`src/rtl/adc_seq_pkg.sv`:
```
package adc_seq_pkg;
    localparam int DLY_W   = 8;
    localparam int DATA_W  = 16;
    localparam int ADDR_W  = 2;
    localparam int N_STEPS = 3;

    localparam logic [ADDR_W-1:0] A_CTRL  = 2'd0;
    localparam logic [ADDR_W-1:0] A_DLY_A = 2'd1;
    localparam logic [ADDR_W-1:0] A_DLY_B = 2'd2;

    localparam logic [DLY_W-1:0] RST_LDO   = 8'h00;
    localparam logic [DLY_W-1:0] RST_CONV  = 8'h80;
    localparam logic [DLY_W-1:0] RST_START = 8'h88;

    typedef struct packed {
        logic             arm;
        logic [DLY_W-1:0] d_ldo;
        logic [DLY_W-1:0] d_conv;
        logic [DLY_W-1:0] d_start;
    } cfg_t;
endpackage

```
`src/rtl/adc_seq_regs.sv`:
```
module adc_seq_regs
    import adc_seq_pkg::*;
(
    input  logic              clk_i,
    input  logic              rst_ni,
    input  logic              wr_en_i,
    input  logic [ADDR_W-1:0] addr_i,
    input  logic [DATA_W-1:0] wdata_i,
    output logic [DATA_W-1:0] rdata_o,
    output cfg_t              cfg_o
);
    cfg_t cfg_d, cfg_q;

    always_comb begin
        cfg_d = cfg_q;
        if (wr_en_i) begin
            unique case (addr_i)
                A_CTRL:  cfg_d.arm = wdata_i[0];
                A_DLY_A: cfg_d.d_ldo = wdata_i[DLY_W-1:0];
                A_DLY_B: begin
                    cfg_d.d_conv  = wdata_i[DLY_W-1:0];
                    cfg_d.d_start = wdata_i[2*DLY_W-1:DLY_W];
                end
                default: ;
            endcase
        end
    end

    always_ff @(posedge clk_i or negedge rst_ni) begin
        if (!rst_ni) begin
            cfg_q.arm     <= 1'b0;
            cfg_q.d_ldo   <= RST_LDO;
            cfg_q.d_conv  <= RST_CONV;
            cfg_q.d_start <= RST_START;
        end else begin
            cfg_q <= cfg_d;
        end
    end

    always_comb begin
        rdata_o = '0;
        unique case (addr_i)
            A_CTRL:  rdata_o[0] = cfg_q.arm;
            A_DLY_A: rdata_o[DLY_W-1:0] = cfg_q.d_ldo;
            A_DLY_B: rdata_o = {cfg_q.d_start, cfg_q.d_conv};
            default: ;
        endcase
    end

    assign cfg_o = cfg_q;
endmodule

```
`src/rtl/adc_seq_tbase.sv`:
```
module adc_seq_tbase
    import adc_seq_pkg::*;
(
    input  logic             clk_i,
    input  logic             rst_ni,
    input  logic             arm_i,
    input  logic             tick_i,
    output logic [DLY_W-1:0] cnt_o
);
    localparam logic [DLY_W-1:0] CNT_MAX = '1;

    logic [DLY_W-1:0] cnt_d, cnt_q;

    always_comb begin
        cnt_d = cnt_q;
        if (!arm_i)
            cnt_d = '0;
        else if (tick_i && cnt_q != CNT_MAX)
            cnt_d = cnt_q + 1'b1;
    end

    always_ff @(posedge clk_i or negedge rst_ni) begin
        if (!rst_ni) cnt_q <= '0;
        else         cnt_q <= cnt_d;
    end

    assign cnt_o = cnt_q;
endmodule

```
`src/rtl/adc_seq_steps.sv`:
```
module adc_seq_steps
    import adc_seq_pkg::*;
(
    input  logic                         clk_i,
    input  logic                         rst_ni,
    input  logic                         arm_i,
    input  logic [DLY_W-1:0]             cnt_i,
    input  logic [N_STEPS-1:0][DLY_W-1:0] thr_i,
    output logic [N_STEPS-1:0]           lvl_o,
    output logic                         pulse_o
);
    typedef struct packed {
        logic fired;
    } st_t;

    st_t st_d, st_q;

    for (genvar i = 0; i < N_STEPS; i++) begin : g_step
        if (i == 0) begin : g_first
            assign lvl_o[i] = arm_i && (cnt_i >= thr_i[i]);
        end else begin : g_next
            assign lvl_o[i] = lvl_o[i-1] && (cnt_i >= thr_i[i]);
        end
    end

    always_comb begin
        st_d = st_q;
        if (!arm_i) st_d.fired = 1'b0;
        else if (lvl_o[N_STEPS-1]) st_d.fired = 1'b1;
    end

    always_ff @(posedge clk_i or negedge rst_ni) begin
        if (!rst_ni) st_q <= '0;
        else         st_q <= st_d;
    end

    assign pulse_o = lvl_o[N_STEPS-1] && !st_q.fired;
endmodule

```
`src/rtl/adc_seq.sv`:
```
module adc_seq
    import adc_seq_pkg::*;
(
    input  logic              clk_i,
    input  logic              rst_ni,
    input  logic              wr_en_i,
    input  logic [ADDR_W-1:0] addr_i,
    input  logic [DATA_W-1:0] wdata_i,
    output logic [DATA_W-1:0] rdata_o,
    input  logic              tick_i,
    output logic              ldo_en_o,
    output logic              conv_en_o,
    output logic              start_o
);
    cfg_t                          cfg;
    logic [DLY_W-1:0]              cnt;
    logic [N_STEPS-1:0][DLY_W-1:0] thr;
    logic [N_STEPS-1:0]            lvl;

    adc_seq_regs u_regs (
        .clk_i   (clk_i),
        .rst_ni  (rst_ni),
        .wr_en_i (wr_en_i),
        .addr_i  (addr_i),
        .wdata_i (wdata_i),
        .rdata_o (rdata_o),
        .cfg_o   (cfg)
    );

    adc_seq_tbase u_tbase (
        .clk_i  (clk_i),
        .rst_ni (rst_ni),
        .arm_i  (cfg.arm),
        .tick_i (tick_i),
        .cnt_o  (cnt)
    );

    assign thr[0] = cfg.d_ldo;
    assign thr[1] = cfg.d_conv;
    assign thr[2] = cfg.d_start;

    adc_seq_steps u_steps (
        .clk_i   (clk_i),
        .rst_ni  (rst_ni),
        .arm_i   (cfg.arm),
        .cnt_i   (cnt),
        .thr_i   (thr),
        .lvl_o   (lvl),
        .pulse_o (start_o)
    );

    assign ldo_en_o  = lvl[0];
    assign conv_en_o = lvl[1];
endmodule

```
`config.mk`:
```
export PLATFORM = sky130hd
export DESIGN_NAME = adc_seq
export DESIGN_NICKNAME = d
export VERILOG_FILES = /design/src/rtl/adc_seq_pkg.sv /design/src/rtl/adc_seq_regs.sv /design/src/rtl/adc_seq_tbase.sv /design/src/rtl/adc_seq_steps.sv /design/src/rtl/adc_seq.sv
export SDC_FILE = /design/constraint.sdc
export NUM_CORES = 1
export LEC_CHECK = 0
export BUFFER_PORTS_ARGS = -buffer_cell sky130_fd_sc_hd__buf_2
export CAP_MARGIN = 20
export CORE_ASPECT_RATIO = 1.4
export CORE_UTILIZATION = 56
export CTS_CLUSTER_DIAMETER = 30
export DETAILED_ROUTE_END_ITERATION = 12
export HOLD_SLACK_MARGIN = 0.03
export PLACE_DENSITY = 0.8
export RECOVER_POWER = 50
export REMOVE_ABC_BUFFERS = 1
export SYNTH_ARGS = -nofsm -noshare
export SYNTH_HDL_FRONTEND = slang
export SYNTH_SLANG_ARGS = --single-unit
```
`constraint.sdc`:
```
create_clock -name clk_i -period 2.8 [get_ports clk_i]
set_clock_uncertainty 0.2 [all_clocks]
set_input_delay 0.7 -clock clk_i [delete_from_list [all_inputs] [get_ports clk_i]]
set_output_delay 0.7 -clock clk_i [all_outputs]
set_load 0.005 [all_outputs]
```
==> run_results.csv <==
group,metric,value,unit
global_route,grt_max_degree,35,
layout,syn_to_final_growth,23.61,%
synthesis,seq_area_frac_synth,38.39,%
floorplan,rows,26,
timing,setup_violations,1,
synthesis,synth_seq_cells,34,
power,power.leakage,1.386,nW
layout,num_antenna_cells,0,
routing,wire_per_inst,16.50,um
synthesis,ys_top_cells_by_count,"dfrtp_1, ha_1, inv_1",
synthesis,synthFlopType,"dfrtp_1",
power,vdd_drop_max,0.3877,mV
global_route,grt_first_pass_wirelength,8.086,mm
critical_path,endpoint_kind,"output port",
clocking,cts_buffer_depth,2,
synthesis,synth_top_cell_by_area,"dfrtp_1",
min_path,hp-class,"flip-flop to flip-flop",
timing,post-route-period-util,106.5,%
timing,finalHoldViolations,0,
floorplan,die_y,76.60,um
critical_path,path_class,"flip-flop to output port",
job,drv_cap,1,
layout,layout-drive-gt1-share,40.07,%
place,place_area,2501,um2
layout,fin_nets,322,
timing,max-slew-margin-rel,-24.94,%
critical_path,timing.rr.start,"u_regs.cfg_o[3]$_DFFE_PN1P_",
place,dp_hpwl,3.477,mm
clocking,clkSlewWorstSetupHoldPaths,0.07,ns
critical_path,worstSetupStartpoint,"u_tbase.cnt_o[3]$_DFFE_PN0P_",
outcome,violations,"max-capacitance violations, max-slew violations, negative setup slack",
routing,firstDrtPassIters,4,
synthesis,synth_cells,214,
routing,vias,1793,
clocking,cts_tree,"done",
clocking,numCtsBuffers,5,
clocking,cts_sinks,34,
global_route,grt_overflow,0,
synthesis,yosys.area.top_type_share,34.85,%
place,gp_congestion,0.7910,
power,power_density,515.2,nW/um2
timing,rsz0062_at_grt,"yes",
min_path,hp-start,"u_regs.cfg_o[5]$_DFFE_PN0P_",
synthesis,yosys_warnings,0,
synthesis,synth.most_common_cell,"dfrtp_1",
floorplan,initial_core_util,59.50,%
clocking,insertion_delay,0.30,ns
timing,fin_crit,2.981,ns
place,portBuffers,40,
timing,max_freq,335.4,MHz
floorplan,core,3741,um2
clocking,cts_root_buffer,"clkbuf_8",
global_route,grt_pass1_vias,1808,
layout,fillers,272,
clocking,htree_num_levels,2,
synthesis,syn-mean-instance-area,10.40,um2
synthesis,synth_area,2226,um2
global_route,track_usage,24.79,%
routing,ant_nets,0,
synthesis,async_flop_share,100.0,%
routing,viasPerCell,5.710,
timing,fin_hold_ws,0.3337,ns
routing,drc,0,
outcome,status,"finished, violations left",
synthesis,synth_cell_types,40,
timing,tightest_slew,1.874,ns
critical_path,start_kind,"flip-flop",
floorplan,io-pin-count,41,
floorplan,dieArea,4235,um2
synthesis,synth_edf_count,0,
critical_path,required,1.90,ns
layout,final_cell_area,2751,um2
routing,drt-total-wl,5.181,mm
timing,final_max_slew_viol_count,35,
critical_path,critPathMaxFanout,8,
timing,setup_slack,-0.1814,ns
routing,drt_iter0_drc,59,
critical_path,cp.arrival,2.08,ns
synthesis,synth_area_leaders,"dfrtp_1, ha_1, mux2_2",
floorplan,dieWidth,55.29,um
global_route,antenna_found_initial,0,
-- area by class of cell --
cell class	count	area [um2]	share of cell area, %
multi-input cells	148	1324	48.11
clock buffers	7	86.33	3.138
flip-flops and latches	34	859.6	31.24
repair buffers	55	322.8	11.73
clock inverters	1	5.005	0.1819
well taps	42	52.55	1.910
inverters	27	101.3	3.683
-- registers in the layout (all words and copies together), names as in the netlist --
signal,cells
u_regs.cfg_o,25
u_tbase.cnt_o,8
u_steps.st_q,1
-- metal layers --
metal | track usage [%] | vias up | share of wire [%] | wire length [um]
met5 | 0 | - | 0 | 0
met4 | 11.00 | 0 | 3.1 | 161
met3 | 5.433 | 14 | 3.8 | 195
met2 | 46.02 | 40 | 55 | 2871
met1 | 26.10 | 877 | 38 | 1952
li1 | - | 862 | - | -
-- cell families after synthesis --
kind of cell / Yosys count / synth area share, %
buffers and inverters: 32 / 5.565
AOI/OAI and AO/OA: 37 / 11.97
xor gates and xnor gates: 3 / 1.181
muxes: 26 / 13.10
and+or+nand+nor: 53 / 13.49
adders and majority gates: 29 / 16.30
DFF: 34 / 38.39
-- through the flow --
| step | setup slack (ns) | cells | setup TNS [ns] | power, mW | utilization [%] |
|---|---|---|---|---|---|
| floorplan | 0.3841 | 209 | 0 | 0.8536 | - |
| global placement | 0.1568 | 297 | 0 | 0.9685 | 66.86 |
| detailed placement | 0.1569 | 297 | 0 | 0.9832 | 66.86 |
| CTS | -0.1178 | 307 | -0.1178 | 1.378 | 70.57 |
| global route | -0.2223 | 314 | -0.3578 | 1.503 | 73.55 |
| finish | -0.1814 | 314 | -0.1814 | 1.417 | 73.55 |
-- worst paths after layout --
kind | to | slack [ns] | cells after the start
max | start_o | -0.18 | 6
min | u_regs.cfg_o[5]$_DFFE_PN0P_ | 0.33 | 1
max reg2reg | u_steps.st_q$_DFFE_PN0P_ | 0.66 | 8
min reg2reg | u_regs.cfg_o[5]$_DFFE_PN0P_ | 0.33 | 1
max in group asynchronous | u_tbase.cnt_o[1]$_DFFE_PN0P_ | 0.47 | 1
min in group asynchronous | u_regs.cfg_o[1]$_DFFE_PN0P_ | 0.71 | 1
-- cells in the final DEF (no fill, tap or decap), drive strengths merged, types with 3 or more instances in the layout --
master	count
ha	29
clkbuf	9
a21oi	8
xnor2	3
a22oi	8
buf	53
mux2	25
inv	27
nor2b	10
dfrtp	31
nand2	11
dfstp	3
and2	12
o21ai	8
nor2	5
or3	3
-- worst max-delay path, stage by stage (launching register included) --
cell and delay, ns:
dfrtp_1 0.51, ha_4 0.33, o21a_1 0.14, a21oi_2 0.05, o31a_1 0.33, nor4_2 0.26, buf_2 0.16
-- what timing repair did --
action	CTS	global route
gates resized for setup	8	16
setup buffers	2	7
hold buffers	0	0
setup endpoints to repair	3	3
pin swaps	4	4
-- where the power goes --
part	switching [mW]	internal [mW]	total (mW)
clock network	0.182	0.198	0.381
registers	0.0592	0.573	0.632
logic	0.196	0.208	0.404
total	0.438	0.979	1.42
Note: power is estimated with default switching activity, not from simulation.
